## src/rtl/cba_pkg.sv

```systemverilog
package cba_pkg;

  typedef enum logic [1:0] {
    BUS_IDLE   = 2'd0,
    BUS_ACTIVE = 2'd1,
    BUS_DATA   = 2'd2
  } busState_e;

  typedef struct packed {
    logic grant;
    logic endByCache;
    logic endByMem;
  } busStrobe_t;

endpackage

```

## src/rtl/cba_ctrl.sv

```systemverilog
module cba_ctrl
  import cba_pkg::*;
#(
  parameter int NUM_NODES = 8,
  localparam int NODE_W = $clog2(NUM_NODES)
) (
  input  logic                 clk,
  input  logic                 rst_n,
  input  logic [NUM_NODES-1:0] reqValid,
  input  logic                 cacheData,
  input  logic                 queueEmpty,
  input  logic                 timerZero,
  input  logic [NODE_W-1:0]    ownerNode,
  output busStrobe_t           strobe,
  output logic [NUM_NODES-1:0] accept,
  output logic [NUM_NODES-1:0] pending,
  output busState_e            state,
  output logic                 dupError
);

  logic                 finish;
  logic [NUM_NODES-1:0] clrMask;

  always_comb begin
    accept            = reqValid & ~pending;
    strobe.grant      = (state != BUS_ACTIVE) && !queueEmpty;
    strobe.endByCache = (state == BUS_ACTIVE) && cacheData;
    strobe.endByMem   = (state == BUS_ACTIVE) && !cacheData && timerZero;
    finish            = strobe.endByCache || strobe.endByMem;
    clrMask           = finish ? (NUM_NODES'(1) << ownerNode) : '0;
  end

  always_ff @(posedge clk) begin
    if (!rst_n) begin
      state    <= BUS_IDLE;
      pending  <= '0;
      dupError <= 1'b0;
    end else begin
      if (strobe.grant)           state <= BUS_ACTIVE;
      else if (finish)            state <= BUS_DATA;
      else if (state == BUS_DATA) state <= BUS_IDLE;
      pending  <= (pending | accept) & ~clrMask;
      dupError <= |(reqValid & pending);
    end
  end

  // a grant is never followed by another grant on the next edge
  assert_no_back_to_back_R3: assert property (@(posedge clk) disable iff (!rst_n)
    (state == BUS_ACTIVE && !finish) |=> (state == BUS_ACTIVE || state == BUS_DATA));

endmodule

```

## src/rtl/cba_dpath.sv

```systemverilog
module cba_dpath
  import cba_pkg::*;
#(
  parameter int NUM_NODES   = 8,
  parameter int ADDR_W      = 32,
  parameter int MEM_LATENCY = 100,
  localparam int NODE_W = $clog2(NUM_NODES),
  localparam int PTR_W  = $clog2(NUM_NODES),
  localparam int CNT_W  = $clog2(NUM_NODES + 1),
  localparam int TMR_W  = $clog2(MEM_LATENCY + 1)
) (
  input  logic                        clk,
  input  logic                        rst_n,
  input  busStrobe_t                  strobe,
  input  logic [NUM_NODES-1:0]        accept,
  input  logic [NUM_NODES-1:0]        reqGetm,
  input  logic [NUM_NODES*ADDR_W-1:0] reqAddr,
  output logic                        queueEmpty,
  output logic [CNT_W-1:0]            queueCount,
  output logic                        timerZero,
  output logic                        busValid,
  output logic                        busGetm,
  output logic [NODE_W-1:0]           busNode,
  output logic [ADDR_W-1:0]           busAddr,
  output logic                        dataFromCache
);

  logic [ADDR_W-1:0] slotAddr [NUM_NODES];
  logic              slotGetm [NUM_NODES];
  logic [NODE_W-1:0] fifoNode [NUM_NODES];
  logic [PTR_W-1:0]  headPtr, tailPtr;
  logic [PTR_W-1:0]  wrIdx [NUM_NODES];
  logic [CNT_W-1:0]  numAcc;
  logic [TMR_W-1:0]  timer;
  logic [NODE_W-1:0] headNode;

  // slot positions for same-cycle arrivals: lower index goes first
  always_comb begin
    logic [CNT_W-1:0] run;
    run = '0;
    for (int i = 0; i < NUM_NODES; i++) begin
      wrIdx[i] = tailPtr + run[PTR_W-1:0];
      run      = run + CNT_W'(accept[i]);
    end
    numAcc = run;
  end

  assign headNode   = fifoNode[headPtr];
  assign queueEmpty = (queueCount == '0);
  assign timerZero  = (timer == '0);

  generate
    for (genvar g = 0; g < NUM_NODES; g++) begin : gSlot
      always_ff @(posedge clk) begin
        if (accept[g]) begin
          slotAddr[g] <= reqAddr[g*ADDR_W +: ADDR_W];
          slotGetm[g] <= reqGetm[g];
        end
      end
    end
  endgenerate

  always_ff @(posedge clk) begin
    for (int i = 0; i < NUM_NODES; i++)
      if (accept[i]) fifoNode[wrIdx[i]] <= NODE_W'(i);
  end

  always_ff @(posedge clk) begin
    if (!rst_n) begin
      headPtr       <= '0;
      tailPtr       <= '0;
      queueCount    <= '0;
      timer         <= '0;
      busValid      <= 1'b0;
      busGetm       <= 1'b0;
      busNode       <= '0;
      busAddr       <= '0;
      dataFromCache <= 1'b0;
    end else begin
      tailPtr    <= tailPtr + numAcc[PTR_W-1:0];
      headPtr    <= headPtr + PTR_W'(strobe.grant);
      queueCount <= queueCount + numAcc - CNT_W'(strobe.grant);
      busValid   <= strobe.grant;
      if (strobe.grant) begin
        busNode <= headNode;
        busAddr <= slotAddr[headNode];
        busGetm <= slotGetm[headNode];
        timer   <= TMR_W'(MEM_LATENCY - 1);
      end else if (timer != '0) begin
        timer <= timer - 1'b1;
      end
      if (strobe.endByCache || strobe.endByMem)
        dataFromCache <= strobe.endByCache;
    end
  end

  // one slot per node means the queue can never exceed the node count
  assert_no_overflow_R9: assert property (@(posedge clk) disable iff (!rst_n)
    int'(queueCount) <= NUM_NODES);

endmodule

```

## src/rtl/coh_bus_arbiter.sv

```systemverilog
module coh_bus_arbiter
  import cba_pkg::*;
#(
  parameter int NUM_NODES   = 8,
  parameter int ADDR_W      = 32,
  parameter int MEM_LATENCY = 100,
  localparam int NODE_W = $clog2(NUM_NODES),
  localparam int CNT_W  = $clog2(NUM_NODES + 1)
) (
  input  logic                        clk,
  input  logic                        rst_n,
  input  logic [NUM_NODES-1:0]        reqValid,
  input  logic [NUM_NODES-1:0]        reqGetm,
  input  logic [NUM_NODES*ADDR_W-1:0] reqAddr,
  input  logic                        cacheData,
  output logic                        busValid,
  output logic                        busGetm,
  output logic [NODE_W-1:0]           busNode,
  output logic [ADDR_W-1:0]           busAddr,
  output logic                        busBusy,
  output logic                        dataValid,
  output logic [NODE_W-1:0]           dataNode,
  output logic                        dataFromCache,
  output logic                        dupError
);

  busStrobe_t           strobe;
  logic [NUM_NODES-1:0] accept;
  logic [NUM_NODES-1:0] pending;
  busState_e            state;
  logic                 queueEmpty;
  logic                 timerZero;
  logic [CNT_W-1:0]     queueCount;

  cba_ctrl #(.NUM_NODES(NUM_NODES)) u_ctrl (
    .clk       (clk),
    .rst_n     (rst_n),
    .reqValid  (reqValid),
    .cacheData (cacheData),
    .queueEmpty(queueEmpty),
    .timerZero (timerZero),
    .ownerNode (busNode),
    .strobe    (strobe),
    .accept    (accept),
    .pending   (pending),
    .state     (state),
    .dupError  (dupError)
  );

  cba_dpath #(
    .NUM_NODES  (NUM_NODES),
    .ADDR_W     (ADDR_W),
    .MEM_LATENCY(MEM_LATENCY)
  ) u_dpath (
    .clk          (clk),
    .rst_n        (rst_n),
    .strobe       (strobe),
    .accept       (accept),
    .reqGetm      (reqGetm),
    .reqAddr      (reqAddr),
    .queueEmpty   (queueEmpty),
    .queueCount   (queueCount),
    .timerZero    (timerZero),
    .busValid     (busValid),
    .busGetm      (busGetm),
    .busNode      (busNode),
    .busAddr      (busAddr),
    .dataFromCache(dataFromCache)
  );

  assign busBusy   = (state == BUS_ACTIVE);
  assign dataValid = (state == BUS_DATA);
  assign dataNode  = busNode;

  // checker-only counter: cycles elapsed since the last busValid
  logic [15:0] sinceGrant;
  always_ff @(posedge clk) begin
    if (!rst_n)                    sinceGrant <= '0;
    else if (busValid)             sinceGrant <= 16'd1;
    else if (sinceGrant != 16'hFFFF) sinceGrant <= sinceGrant + 16'd1;
  end

  // memory DATA lands exactly MEM_LATENCY cycles after the grant
  assert_mem_latency_R4: assert property (@(posedge clk) disable iff (!rst_n)
    (dataValid && !dataFromCache) |-> (sinceGrant == 16'(MEM_LATENCY)));

  // cache DATA during a tenure ends it next cycle, credited to the cache
  assert_cache_preempt_R5: assert property (@(posedge clk) disable iff (!rst_n)
    (busBusy && cacheData) |=> (dataValid && dataFromCache));

  // grant and DATA never share a cycle; no two grants in a row
  assert_grant_data_apart_R3: assert property (@(posedge clk) disable iff (!rst_n)
    busValid |-> !dataValid);
  assert_single_grant_R3: assert property (@(posedge clk) disable iff (!rst_n)
    busValid |=> !busValid);

  // DATA only ever closes a tenure that was open
  assert_data_needs_tenure_R10: assert property (@(posedge clk) disable iff (!rst_n)
    dataValid |-> $past(busBusy));

  // outstanding nodes equal queued entries plus the current owner
  assert_pending_match_R9: assert property (@(posedge clk) disable iff (!rst_n)
    $countones(pending) == int'(queueCount) + (busBusy ? 1 : 0));

endmodule

```

## config.mk

```make
export PLATFORM = sky130hd
export DESIGN_NAME = coh_bus_arbiter
export DESIGN_NICKNAME = d
export VERILOG_FILES = /design/src/rtl/cba_pkg.sv /design/src/rtl/cba_ctrl.sv /design/src/rtl/cba_dpath.sv /design/src/rtl/coh_bus_arbiter.sv
export SDC_FILE = /design/constraint.sdc
export NUM_CORES = 1
export LEC_CHECK = 0
export BUFFER_PORTS_ARGS = -buffer_cell sky130_fd_sc_hd__buf_2
export CORE_MARGIN = 5
export CORE_UTILIZATION = 44
export CTS_BUF_LIST = sky130_fd_sc_hd__clkbuf_4
export DETAILED_ROUTE_END_ITERATION = 10
export PLACE_DENSITY = 0.66
export SYNTH_ARGS = -nofsm -noshare
export SYNTH_HDL_FRONTEND = slang
export SYNTH_SLANG_ARGS = --single-unit
export TNS_END_PERCENT = 10
```

## constraint.sdc

```tcl
create_clock -name clk -period 7.5 [get_ports clk]
set_input_delay 0.75 -clock clk [delete_from_list [all_inputs] [get_ports clk]]
set_output_delay 0.75 -clock clk [all_outputs]
set_load 0.05 [all_outputs]
```

==> results.yml, run 1 <==
synthesis:
  syn-num-nets: 1282
  synth.avg_cell_area_um2: 15.3
  count_of_flip_flops_with_a_built_in_enable_after_synthesis: 264
  post_synth_inst_count: 972
  number_of_register_bits_inferred_by_synthesis: 354
  synthesis.area_um2: 14900
  yosysSeqAreaShare_pct: 65.4
  yosys_warns: 0
  netlist-cell-type-count: 65
  prevailing_post_synth_register_cell: "sky130_fd_sc_hd__edfxtp_1"
  synth_async_sr_flop_share_pct: 0
critical_path:
  max_stage_delay_ns: 0.55
  critical_path_class: "reg -> reg"
  rr_worst_depth: 18
  endpoint_of_the_most_critical_register_to_register_path: "u_dpath.queueCount[3]"
  crit_top_cell: "sky130_fd_sc_hd__ha_1"
  worstSetupEndpointType: "flop"
  critical_path_arrival_ns: 5.83
  rr_startpoint: "u_ctrl.pending[0]"
  r2r_setup_slack_ns: 2.32
  cp_slowest_cell: "sky130_fd_sc_hd__fa_1"
  startpoint_type: "flop"
  worstPathCellList: "nand2b_1, xnor2_1, xor2_1, nand2_1, fa_1, inv_1, ha_1, ha_1, nand2_1, xor3_1, xor2_1, ha_1, inv_1, ha_1, a21oi_1, xnor2_1, xnor3_1, and2_1"
  timing.critical_path.required_ns: 8.16
  setup.worst_path.start: "u_ctrl.pending[0]"
  setup.worst_path.end: "u_dpath.queueCount[3]"
  path_max_fanout: 12
detailed_routing:
  routed_wirelength_mm: 43.4
  drt_iter0_markers: 746
  ant_nets: 0
  first_pass_iters: 6
  wl_per_cell_um: 23.1
  route.detailed.vias_per_inst: 5.43
  num_vias: 10211
  drc: 0
final_layout:
  stdcell_area_um2: 18200
  num-nets-final: 1659
  area_delta_synth_final_pct: 22.4
  drive_gt1_share_pct: 39.0
  filler_cell_count: 2796
clocking:
  clk_pin_slew_ns: 0.07
  clockRootBuffer: "sky130_fd_sc_hd__clkbuf_4"
  post_cts.repair.setup_buffers: 0
  cts_sinks: 354
  cts_hold_repair.buffers: 0
  tritoncts_clock_tree: "built"
  cts_buffer_depth: 3
  cts-resized-gates: 0
  ctsHtreeMaxLevel: 3
  cts_made_buffers: 91
  clkLatencyLatePin_ns: 0.78
global_routing:
  first_global_vias: 10525
  largest_net_degree_at_the_start_of_global_routing: 59
  grt_antenna_before_repair: 7
  grtUsageTotal_pct: 22.6
  grt_remaining_overflow: 0
  global_route_wire_length_before_repair_mm: 64.4
floorplanning:
  core_um2: 33400
  fp.dieH_um: 194
  floorplan.initialDensity_pct: 44.5
  die-width_um: 194
  pin_count: 319
  die-area_um2: 37600
  cell_rows: 67
sta:
  min_period_over_period_pct: 69.0
  report.final.hold_viol_count: 0
  measured_slew_at_the_worst_slew_check_pin_ns: 1.09
  fmaxAchievable_mhz: 193
  final-max-slew-violation-count: 0
  totalNegativeSetupSlack_ns: 0
  grt_setup_unrepaired: "no"
  fin_skew_ns: 0.0615
  timing.max_slew.rel_slack_pct: 25.9
  setup_violations: 0
  worst_hold_slack_ns: 0.143
  timing.final.crit_period_ns: 5.18
power_and_ir_drop:
  total_leakage_power_uw: 0.00743
  pwr_density_cell_nw_per_um2: 420
  vdd_drop_max_uv: 391
hold_path:
  class_of_the_worst_hold_path: "in -> reg"
placed_design:
  buffer_ports.inserted: 318
  postPlaceCellArea_um2: 16900
  detailedPlacementHpwl_mm: 29.8
  gpl.final_weighted_congestion: 0.943
status:
  run_status: "completed"
run:
  max-cap-violations: 0
state kept, by name (all words and copies together) (netlist names):
register               cells
u_dpath.queueCount         4
u_dpath.busValid           1
u_dpath.busGetm            1
u_ctrl.pending             8
u_dpath.headPtr            3
u_ctrl.dupError            1
u_dpath.busNode            3
u_ctrl.state               2
u_dpath.dataFromCache      1
u_dpath.tailPtr            3
u_dpath.fifoNode          24
u_dpath.slotAddr         256
u_dpath.timer              7
u_dpath.busAddr           32
u_dpath.slotGetm           8
placed cells by master, fill, tap and decap left out, types with 4 or more instances in the layout:
cell type / synthesis / final
sky130_fd_sc_hd__or2_2: 4 / 4
sky130_fd_sc_hd__xnor2_1: 21 / 21
sky130_fd_sc_hd__a22oi_1: 5 / 5
sky130_fd_sc_hd__dfxtp_1: 90 / 90
sky130_fd_sc_hd__nand2b_1: 15 / 15
sky130_fd_sc_hd__buf_2: 18 / 318
sky130_fd_sc_hd__mux4_2: 37 / 37
sky130_fd_sc_hd__nand3_1: 7 / 7
sky130_fd_sc_hd__clkinv_1: 0 / 10
sky130_fd_sc_hd__nand4_1: 5 / 5
sky130_fd_sc_hd__and2_1: 8 / 7
sky130_fd_sc_hd__a21oi_1: 41 / 41
sky130_fd_sc_hd__mux2i_1: 77 / 75
sky130_fd_sc_hd__ha_1: 26 / 26
sky130_fd_sc_hd__o21ai_1: 5 / 5
sky130_fd_sc_hd__diode_2: 0 / 9
sky130_fd_sc_hd__nor3_1: 17 / 17
sky130_fd_sc_hd__o22ai_2: 10 / 10
sky130_fd_sc_hd__a221o_1: 33 / 33
sky130_fd_sc_hd__o21ai_0: 27 / 27
sky130_fd_sc_hd__xor2_1: 14 / 14
sky130_fd_sc_hd__nor3b_1: 5 / 5
sky130_fd_sc_hd__o31ai_1: 10 / 10
sky130_fd_sc_hd__nor2b_4: 1 / 7
sky130_fd_sc_hd__nor2b_1: 11 / 5
sky130_fd_sc_hd__edfxtp_1: 264 / 264
sky130_fd_sc_hd__o22ai_1: 24 / 24
sky130_fd_sc_hd__clkbuf_4: 1 / 149
sky130_fd_sc_hd__and3b_1: 4 / 4
sky130_fd_sc_hd__buf_4: 4 / 11
sky130_fd_sc_hd__fa_1: 9 / 9
sky130_fd_sc_hd__inv_1: 21 / 19
sky130_fd_sc_hd__nor2_1: 45 / 44
sky130_fd_sc_hd__nand2_1: 42 / 42
worst max-delay path: cells and delay by family, from the launching register on:
kind	cells	cell delay (ns)
AND/OR/NAND/NOR	4	0.77
flip-flops	1	0.34
adder cells (fa/ha/maj)	5	1.84
buffers and inverters	2	0.14
XOR/XNOR	6	1.81
AO/OA/AOI/OAI	1	0.17
synth_stat cells (6+ instances only):
cell	instances	area share (%)
sky130_fd_sc_hd__edfxtp_1	264	53
sky130_fd_sc_hd__nor3_1	17	0.57
sky130_fd_sc_hd__o31ai_1	10	0.50
sky130_fd_sc_hd__o22ai_1	24	1.0
sky130_fd_sc_hd__a21oi_1	41	1.4
sky130_fd_sc_hd__mux4_2	37	5.6
sky130_fd_sc_hd__buf_6	6	0.45
sky130_fd_sc_hd__nand2b_1	15	0.63
sky130_fd_sc_hd__nand2_1	42	1.1
sky130_fd_sc_hd__xor2_1	14	0.82
sky130_fd_sc_hd__o22ai_2	10	0.84
sky130_fd_sc_hd__buf_2	18	0.61
sky130_fd_sc_hd__dfxtp_1	90	12
sky130_fd_sc_hd__inv_1	21	0.53
sky130_fd_sc_hd__fa_1	9	1.2
sky130_fd_sc_hd__mux2i_1	77	5.2
sky130_fd_sc_hd__nand3_1	7	0.24
sky130_fd_sc_hd__clkbuf_1	14	0.35
sky130_fd_sc_hd__and2_1	8	0.34
sky130_fd_sc_hd__a221o_1	33	2.2
sky130_fd_sc_hd__o21ai_0	27	0.91
sky130_fd_sc_hd__ha_1	26	2.2
sky130_fd_sc_hd__nor2b_1	11	0.46
sky130_fd_sc_hd__nor2_1	45	1.1
sky130_fd_sc_hd__xnor2_1	21	1.2
stage by stage:
stage | power, uW | instances | util [%] | setup WS, ns
after floorplan | 5110 | 972 | - | 1.71
after global placement | 5860 | 1704 | 50.6 | 1.98
after detailed placement | 5900 | 1704 | 50.6 | 1.88
after CTS | 7720 | 1871 | 54.4 | 2.32
after global routing | 8120 | 1877 | 54.5 | 1.88
final | 7660 | 1880 | 54.5 | 2.32
report_power, final:
| part | internal, uW | switching, uW | leakage (uW) |
|---|---|---|---|
| clock network | 1000 | 788 | 0.000757 |
| registers | 2420 | 212 | 0.00326 |
| logic | 1370 | 1860 | 0.00341 |
| total | 4790 | 2860 | 0.00743 |
how the worst min path moves through the flow:
stage	slack, ns	start	endpoint	cells after the start
after global placement	0.47	u_dpath.busAddr[17]	u_dpath.busAddr[17]	1
final	0.14	reqAddr[195]	u_dpath.slotAddr[6][3]	1
after detailed placement	0.47	u_dpath.busAddr[5]	u_dpath.busAddr[5]	1
after floorplan	0.45	u_ctrl.state[0]	u_ctrl.state[1]	1
after global routing	0.05	reqAddr[131]	u_dpath.slotAddr[4][3]	1
after CTS	0.03	reqAddr[131]	u_dpath.slotAddr[4][3]	1
per-layer routing:
| metal | GRT usage, % | routed length, um | vias up |
|---|---|---|---|
| li1 | - | - | 4625 |
| met1 | 30.2 | 18100 | 5001 |
| met2 | 36.2 | 20600 | 499 |
| met3 | 5.33 | 3600 | 84 |
| met4 | 8.31 | 1170 | 2 |
| met5 | 0 | 13 | - |
cells by family (layout without fill, tap and decap cells):
group | Yosys count | count (layout) | synth area share, %
AO/OA/AOI/OAI | 181 | 181 | 8.72
XOR/XNOR | 39 | 39 | 2.63
adder cells (fa/ha/maj) | 36 | 36 | 3.46
buffers and inverters | 66 | 517 | 2.43
flip-flops | 354 | 354 | 65.4
multiplexers | 117 | 117 | 11.2
other | 0 | 9 | 0
AND/OR/NAND/NOR | 179 | 179 | 6.20
layout make-up:
cell class | count | area [um2] | share of cell area (%)
sequential | 354 | 9730 | 53.4
multi-input combinational | 552 | 4870 | 26.7
timing repair buffer | 329 | 1670 | 9.19
clock buffer | 149 | 1120 | 6.14
tap | 448 | 561 | 3.08
clock inverter | 18 | 165 | 0.906
inverter | 21 | 78.8 | 0.433
antenna | 9 | 22.5 | 0.124
Note: power is estimated with default switching activity, not from simulation.
==> inputs of run 2 (changes only) <==
- clock period: 7.5 -> 4.97 ns (I/O delays scaled with it)
==> run 2 against run 1 <==
Effect of this change:
- clock-buffer cell count is 24 lower
- die area stayed put
- clock skew is 0.0091 ns lower
- combinational power is 63% higher
- routed wire length is 14% higher
- via count is 13% higher
- total power is 53% higher
- global-route usage is 3.4 points higher
- sequential power is 51% higher
==> results.yml, run 2 (synthesized netlist as in run 1, its figures left out) <==
floorplanning:
  floorplan.initialDensity_pct: 44.5
  core_um2: 33400
  die-width_um: 194
  pin_count: 319
  die-area_um2: 37600
  fp.dieH_um: 194
  cell_rows: 67
critical_path:
  timing.critical_path.required_ns: 5.62
  critical_path_arrival_ns: 5.23
  critical_path_class: "reg -> reg"
  r2r_setup_slack_ns: 0.39
  startpoint_type: "flop"
  rr_startpoint: "u_ctrl.pending[1]"
  worstSetupEndpointType: "flop"
  rr_worst_depth: 20
  endpoint_of_the_most_critical_register_to_register_path: "u_dpath.queueCount[3]"
  path_max_fanout: 5
hold_path:
  hold-path-cell-count: 3
  hold_path.startpoint: "reqValid[2]"
  holdPathEnd: "u_ctrl.pending[2]"
  class_of_the_worst_hold_path: "in -> reg"
power_and_ir_drop:
  vdd_drop_max_uv: 552
  pwr_density_cell_nw_per_um2: 559
  total_leakage_power_uw: 0.00849
detailed_routing:
  drc: 0
  first_pass_iters: 6
  wl_per_cell_um: 22.9
  ant_nets: 0
  num_vias: 11524
  route.detailed.vias_per_inst: 5.33
  drt_iter0_markers: 818
  routed_wirelength_mm: 49.5
placed_design:
  buffer_ports.inserted: 318
  gpl.final_weighted_congestion: 0.916
  detailedPlacementHpwl_mm: 30.8
final_layout:
  largest_reg_flops: 256
  multi_input_comb_area_um2: 4940
  mostFrequentLayoutCell: "sky130_fd_sc_hd__buf_2"
  register_area_um2: 9730
  filler_cell_count: 2425
  num-nets-final: 1934
  largest_register: "u_dpath.slotAddr"
  drive_gt1_share_pct: 32.5
  finalCoreUtilization_pct: 62.5
  area_delta_synth_final_pct: 40.4
  mostFrequentLayoutCells: "318 x sky130_fd_sc_hd__buf_2, 266 x sky130_fd_sc_hd__dlygate4sd3_1, 264 x sky130_fd_sc_hd__edfxtp_1, 125 x sky130_fd_sc_hd__clkbuf_4, 90 x sky130_fd_sc_hd__dfxtp_1"
clocking:
  cts_sinks: 354
  clkLatencyLatePin_ns: 0.79
  cts-resized-gates: 0
  ctsHtreeMaxLevel: 3
  clockRootBuffer: "sky130_fd_sc_hd__clkbuf_4"
  tritoncts_clock_tree: "built"
  cts_buffer_depth: 3
  cts_made_buffers: 92
  clk_pin_slew_ns: 0.06
  post_cts.repair.setup_buffers: 0
global_routing:
  grt_remaining_overflow: 0
  grtUsageTotal_pct: 25.9
  first_global_vias: 12578
  largest_net_degree_at_the_start_of_global_routing: 83
  grt_antenna_before_repair: 10
  global_route_wire_length_before_repair_mm: 74.5
sta:
  fmaxAchievable_mhz: 218
  timing.max_slew.rel_slack_pct: 34.1
  min_period_over_period_pct: 92.1
  fin_skew_ns: 0.0524
  totalNegativeSetupSlack_ns: 0
  final-max-slew-violation-count: 0
  grt_setup_unrepaired: "no"
  worst_hold_slack_ns: 0.0751
  report.final.hold_viol_count: 0
  measured_slew_at_the_worst_slew_check_pin_ns: 0.985
  timing.final.crit_period_ns: 4.58
  setup_violations: 0
run:
  max-cap-violations: 0
status:
  run_status: "completed"
run 2: routing by layer:
metal	part of all wire (%)	track usage, %	up-vias
met4	3.2	10.4	0
li1	-	-	5179
met1	39	31.9	5539
met5	0	0	-
met2	49	43.6	699
met3	8.9	7.25	107
run 2: worst max path at each step:
stage / startpoint / endpoint / slack, ns / cells past startpoint
after floorplan: reqValid[1] / u_dpath.queueCount[3] / 0.01 / 20
after global placement: reqValid[1] / u_dpath.queueCount[3] / 0.28 / 21
after detailed placement: reqValid[1] / u_dpath.queueCount[3] / 0.20 / 21
after CTS: u_ctrl.pending[1] / u_dpath.queueCount[3] / 0.39 / 18
after global routing: u_ctrl.pending[1] / u_dpath.queueCount[3] / 0.07 / 18
final: u_ctrl.pending[1] / u_dpath.queueCount[3] / 0.39 / 20
run 2: cell type report:
cell class	count	share of cell area [%]
multi-input combinational	552	23.6
sequential	354	46.6
timing repair buffer	603	21.1
tap	448	2.68
inverter	21	0.395
antenna	14	0.168
clock buffer	125	4.49
clock inverter	46	0.964
run 2: worst max-delay path: stages, from the launching register on:
cell	delay, ns
sky130_fd_sc_hd__dfxtp_1	0.38
sky130_fd_sc_hd__nand2b_4	0.18
sky130_fd_sc_hd__clkinvlp_4	0.11
sky130_fd_sc_hd__xnor2_2	0.26
sky130_fd_sc_hd__xor2_2	0.24
sky130_fd_sc_hd__nand2_1	0.11
sky130_fd_sc_hd__fa_1	0.59
sky130_fd_sc_hd__inv_2	0.07
sky130_fd_sc_hd__ha_4	0.26
sky130_fd_sc_hd__ha_4	0.26
sky130_fd_sc_hd__xor2_1	0.19
sky130_fd_sc_hd__ha_1	0.34
sky130_fd_sc_hd__inv_1	0.08
sky130_fd_sc_hd__ha_4	0.27
sky130_fd_sc_hd__inv_1	0.04
sky130_fd_sc_hd__ha_1	0.27
sky130_fd_sc_hd__a21o_1	0.17
sky130_fd_sc_hd__a21oi_2	0.15
sky130_fd_sc_hd__xnor2_1	0.14
sky130_fd_sc_hd__xnor3_1	0.21
sky130_fd_sc_hd__and2_1	0.15
run 2: where the power goes:
part | leakage, uW | switching (uW) | total, uW | internal (uW)
registers | 0.00326 | 319 | 3970 | 3660
clock network | 0.000668 | 1260 | 2440 | 1190
logic | 0.00456 | 2990 | 5260 | 2270
run 2: per-stage QoR:
stage | cell area, um2 | cells | total power (uW) | setup slack [ns]
CTS | 20900 | 2149 | 11700 | 0.388
global placement | 17100 | 1712 | 9020 | 0.280
finish | 20900 | 2163 | 11700 | 0.392
detailed placement | 17100 | 1712 | 9070 | 0.202
floorplan | 15000 | 972 | 7770 | 0.00984
global route | 20900 | 2160 | 12400 | 0.0683
run 2: repair_timing:
item,in CTS,in global routing
hold endpoints to repair,267,0
hold buffers,266,0
setup endpoints to repair,0,0
==> inputs of run 3 (changes only) <==
- BUFFER_PORTS_ARGS: -buffer_cell sky130_fd_sc_hd__buf_2 -> -buffer_cell sky130_fd_sc_hd__buf_4
- CTS_BUF_LIST: sky130_fd_sc_hd__clkbuf_4 -> not set
- TNS_END_PERCENT: 10 -> not set
==> run 3 against run 2 <==
Effect of this change:
- sequential share of layout area rose by 4.3 points
- via count fell by 14%
- setup slack got worse by 0.080 ns
- highest routed layer is now met5
- clock-buffer cell count fell by 71
- sequential power barely moved
- core utilization fell by 5.3 points
- cell count fell by 17%
- combinational power fell by 3%
- largest power group unchanged
- flip-flop and latch count did not move
- clock skew fell by 0.036 ns
- critical path depth did not move
- final area fell by 8.4%
==> results.yml, run 3 (synthesized netlist as in run 1, its figures left out) <==
status:
  run_status: "completed"
detailed_routing:
  routed_wirelength_mm: 44.2
  drt_iter0_markers: 693
  route.detailed.vias_per_inst: 5.57
  num_vias: 9945
  wl_per_cell_um: 24.7
  ant_nets: 0
  first_pass_iters: 8
  drc: 0
sta:
  timing.max_slew.rel_slack_pct: 30.9
  postLayoutSetupSlackWorst_ns: 0.312
  fin_skew_ns: 0.0165
  min_period_over_period_pct: 93.7
  grt_setup_unrepaired: "no"
  report.final.hold_viol_count: 0
  final-max-slew-violation-count: 0
  totalNegativeSetupSlack_ns: 0
  timing.final.crit_period_ns: 4.66
  fmaxAchievable_mhz: 215
  measured_slew_at_the_worst_slew_check_pin_ns: 1.03
  setup_violations: 0
clocking:
  cts_buffer_depth: 3
  cts_made_buffers: 40
  clkLatencyLatePin_ns: 0.53
  clk_pin_slew_ns: 0.05
  post_cts.repair.setup_buffers: 0
  tritoncts_clock_tree: "built"
  cts_hold_repair.buffers: 0
  ctsHtreeMaxLevel: 2
  cts_sinks: 354
  cts-resized-gates: 0
  clockRootBuffer: "sky130_fd_sc_hd__clkbuf_16"
hold_path:
  hold-path-cell-count: 1
  class_of_the_worst_hold_path: "in -> reg"
  holdPathEnd: "u_dpath.slotAddr[4][0]"
  hold_path.startpoint: "reqAddr[128]"
final_layout:
  mostFrequentLayoutCell: "sky130_fd_sc_hd__buf_4"
  largest_register: "u_dpath.slotAddr"
  area_delta_synth_final_pct: 28.5
  multi_input_comb_area_um2: 4940
  num-nets-final: 1616
  filler_cell_count: 2672
  mostFrequentLayoutCells: "336 x sky130_fd_sc_hd__buf_4, 264 x sky130_fd_sc_hd__edfxtp_1, 90 x sky130_fd_sc_hd__dfxtp_1, 75 x sky130_fd_sc_hd__mux2i_1, 44 x sky130_fd_sc_hd__nor2_1"
  largest_reg_flops: 256
  register_area_um2: 9730
  drive_gt1_share_pct: 35.2
critical_path:
  path_max_fanout: 5
  startpoint_type: "flop"
  cp_slowest_cell: "sky130_fd_sc_hd__fa_1"
  timing.critical_path.required_ns: 5.39
  critical_path_class: "reg -> reg"
  worstPathCellList: "nand2b_4, clkinvlp_4, xnor2_2, xor2_2, nand2_1, fa_1, inv_2, ha_4, ha_4, xor2_1, ha_1, inv_1, ha_4, inv_1, ha_1, a21o_1, a21oi_2, xnor2_1, xnor3_1, and2_1"
  rr_startpoint: "u_ctrl.pending[1]"
  endpoint_of_the_most_critical_register_to_register_path: "u_dpath.queueCount[3]"
  rr_worst_depth: 20
  crit_top_cell: "sky130_fd_sc_hd__ha_4"
  max_stage_delay_ns: 0.58
  critical_path_arrival_ns: 5.08
  worstSetupEndpointType: "flop"
  r2r_setup_slack_ns: 0.31
floorplanning:
  fp.dieH_um: 194
  die-width_um: 194
  floorplan.initialDensity_pct: 44.5
  die-area_um2: 37600
  cell_rows: 67
  pin_count: 319
  core_um2: 33400
placed_design:
  dpl_worst_slack_ns: 0.115
  gpl.final_weighted_congestion: 0.895
  buffer_ports.inserted: 318
  detailedPlacementHpwl_mm: 31.4
global_routing:
  largest_net_degree_at_the_start_of_global_routing: 74
  grt_remaining_overflow: 0
  first_global_vias: 10214
  grt_antenna_before_repair: 3
  grtUsageTotal_pct: 22.7
  global_route_wire_length_before_repair_mm: 64.9
power_and_ir_drop:
  vdd_drop_max_uv: 457
  total_leakage_power_uw: 0.00759
  pwr_density_cell_nw_per_um2: 623
run:
  max-cap-violations: 0
## run 3: cell types whose count changed in the layout (fill, tap and decap cells not counted), moves of 3 or more
| cell | before | now |
|---|---|---|
| sky130_fd_sc_hd__buf_2 | 318 | 0 |
| sky130_fd_sc_hd__buf_4 | 18 | 336 |
| sky130_fd_sc_hd__clkbuf_1 | 0 | 10 |
| sky130_fd_sc_hd__clkbuf_16 | 0 | 41 |
| sky130_fd_sc_hd__clkbuf_4 | 125 | 0 |
| sky130_fd_sc_hd__clkbuf_8 | 0 | 3 |
| sky130_fd_sc_hd__clkinv_1 | 33 | 6 |
| sky130_fd_sc_hd__clkinvlp_4 | 4 | 1 |
| sky130_fd_sc_hd__diode_2 | 14 | 2 |
| sky130_fd_sc_hd__dlygate4sd3_1 | 266 | 0 |
## run 3: power by group
group          internal [uW]  switching, uW
Combinational           2250           2850
Clock                   1680           1170
Sequential              3660            330
Total                   7580           4350
## run 3: worst max-delay path, delay by kind of cell, from the launching register on
family	cells	cell delay, ns
flip-flops	1	0.38
AND/OR/NAND/NOR	3	0.46
adder cells (fa/ha/maj)	6	1.98
buffers and inverters	4	0.30
AO/OA/AOI/OAI	2	0.32
XOR/XNOR	5	1.10
## run 3: layout make-up
class | count | share of cell area [%]
flip-flops and latches | 354 | 50.8
inverters | 21 | 0.432
repair buffers | 337 | 13.3
clock inverters | 19 | 0.896
diodes | 2 | 0.0262
clock buffers | 54 | 5.77
well taps | 448 | 2.93
multi-input cells | 552 | 25.8
## run 3: through the flow
step / instance area [um2] / util [%] / total power [uW] / std cells / hold WS [ns]
3_3_place_gp: 17900 / 53.4 / 9120 / 1712 / 0.463
6_report: 19100 / 57.2 / 11900 / 1787 / 0.139
4_1_cts: 19100 / 57.2 / 12100 / 1785 / 0.114
2_1_floorplan: 15000 / - / 7770 / 972 / 0.450
5_1_grt: 19100 / 57.2 / 12600 / 1787 / 0.118
3_5_place_dp: 17900 / 53.4 / 9190 / 1712 / 0.476
## run 3: how the worst max path moves through the flow
stage	startpoint	to	slack [ns]	depth (start not counted)
detailed placement	reqValid[1]	u_dpath.queueCount[3]	0.11	21
CTS	u_ctrl.pending[1]	u_dpath.queueCount[3]	0.29	20
floorplan	reqValid[1]	u_dpath.queueCount[3]	0.01	20
global placement	reqValid[1]	u_dpath.queueCount[3]	0.26	21
finish	u_ctrl.pending[1]	u_dpath.queueCount[3]	0.31	20
global route	u_ctrl.pending[1]	u_dpath.queueCount[3]	0.03	18
## run 3: routing by layer
metal	up-vias	track usage [%]	wire length, um
met1	4954	30.7	18200
met2	450	37.3	21100
li1	4468	-	-
met4	2	6.61	1110
met3	71	5.07	3780
met5	-	0	12
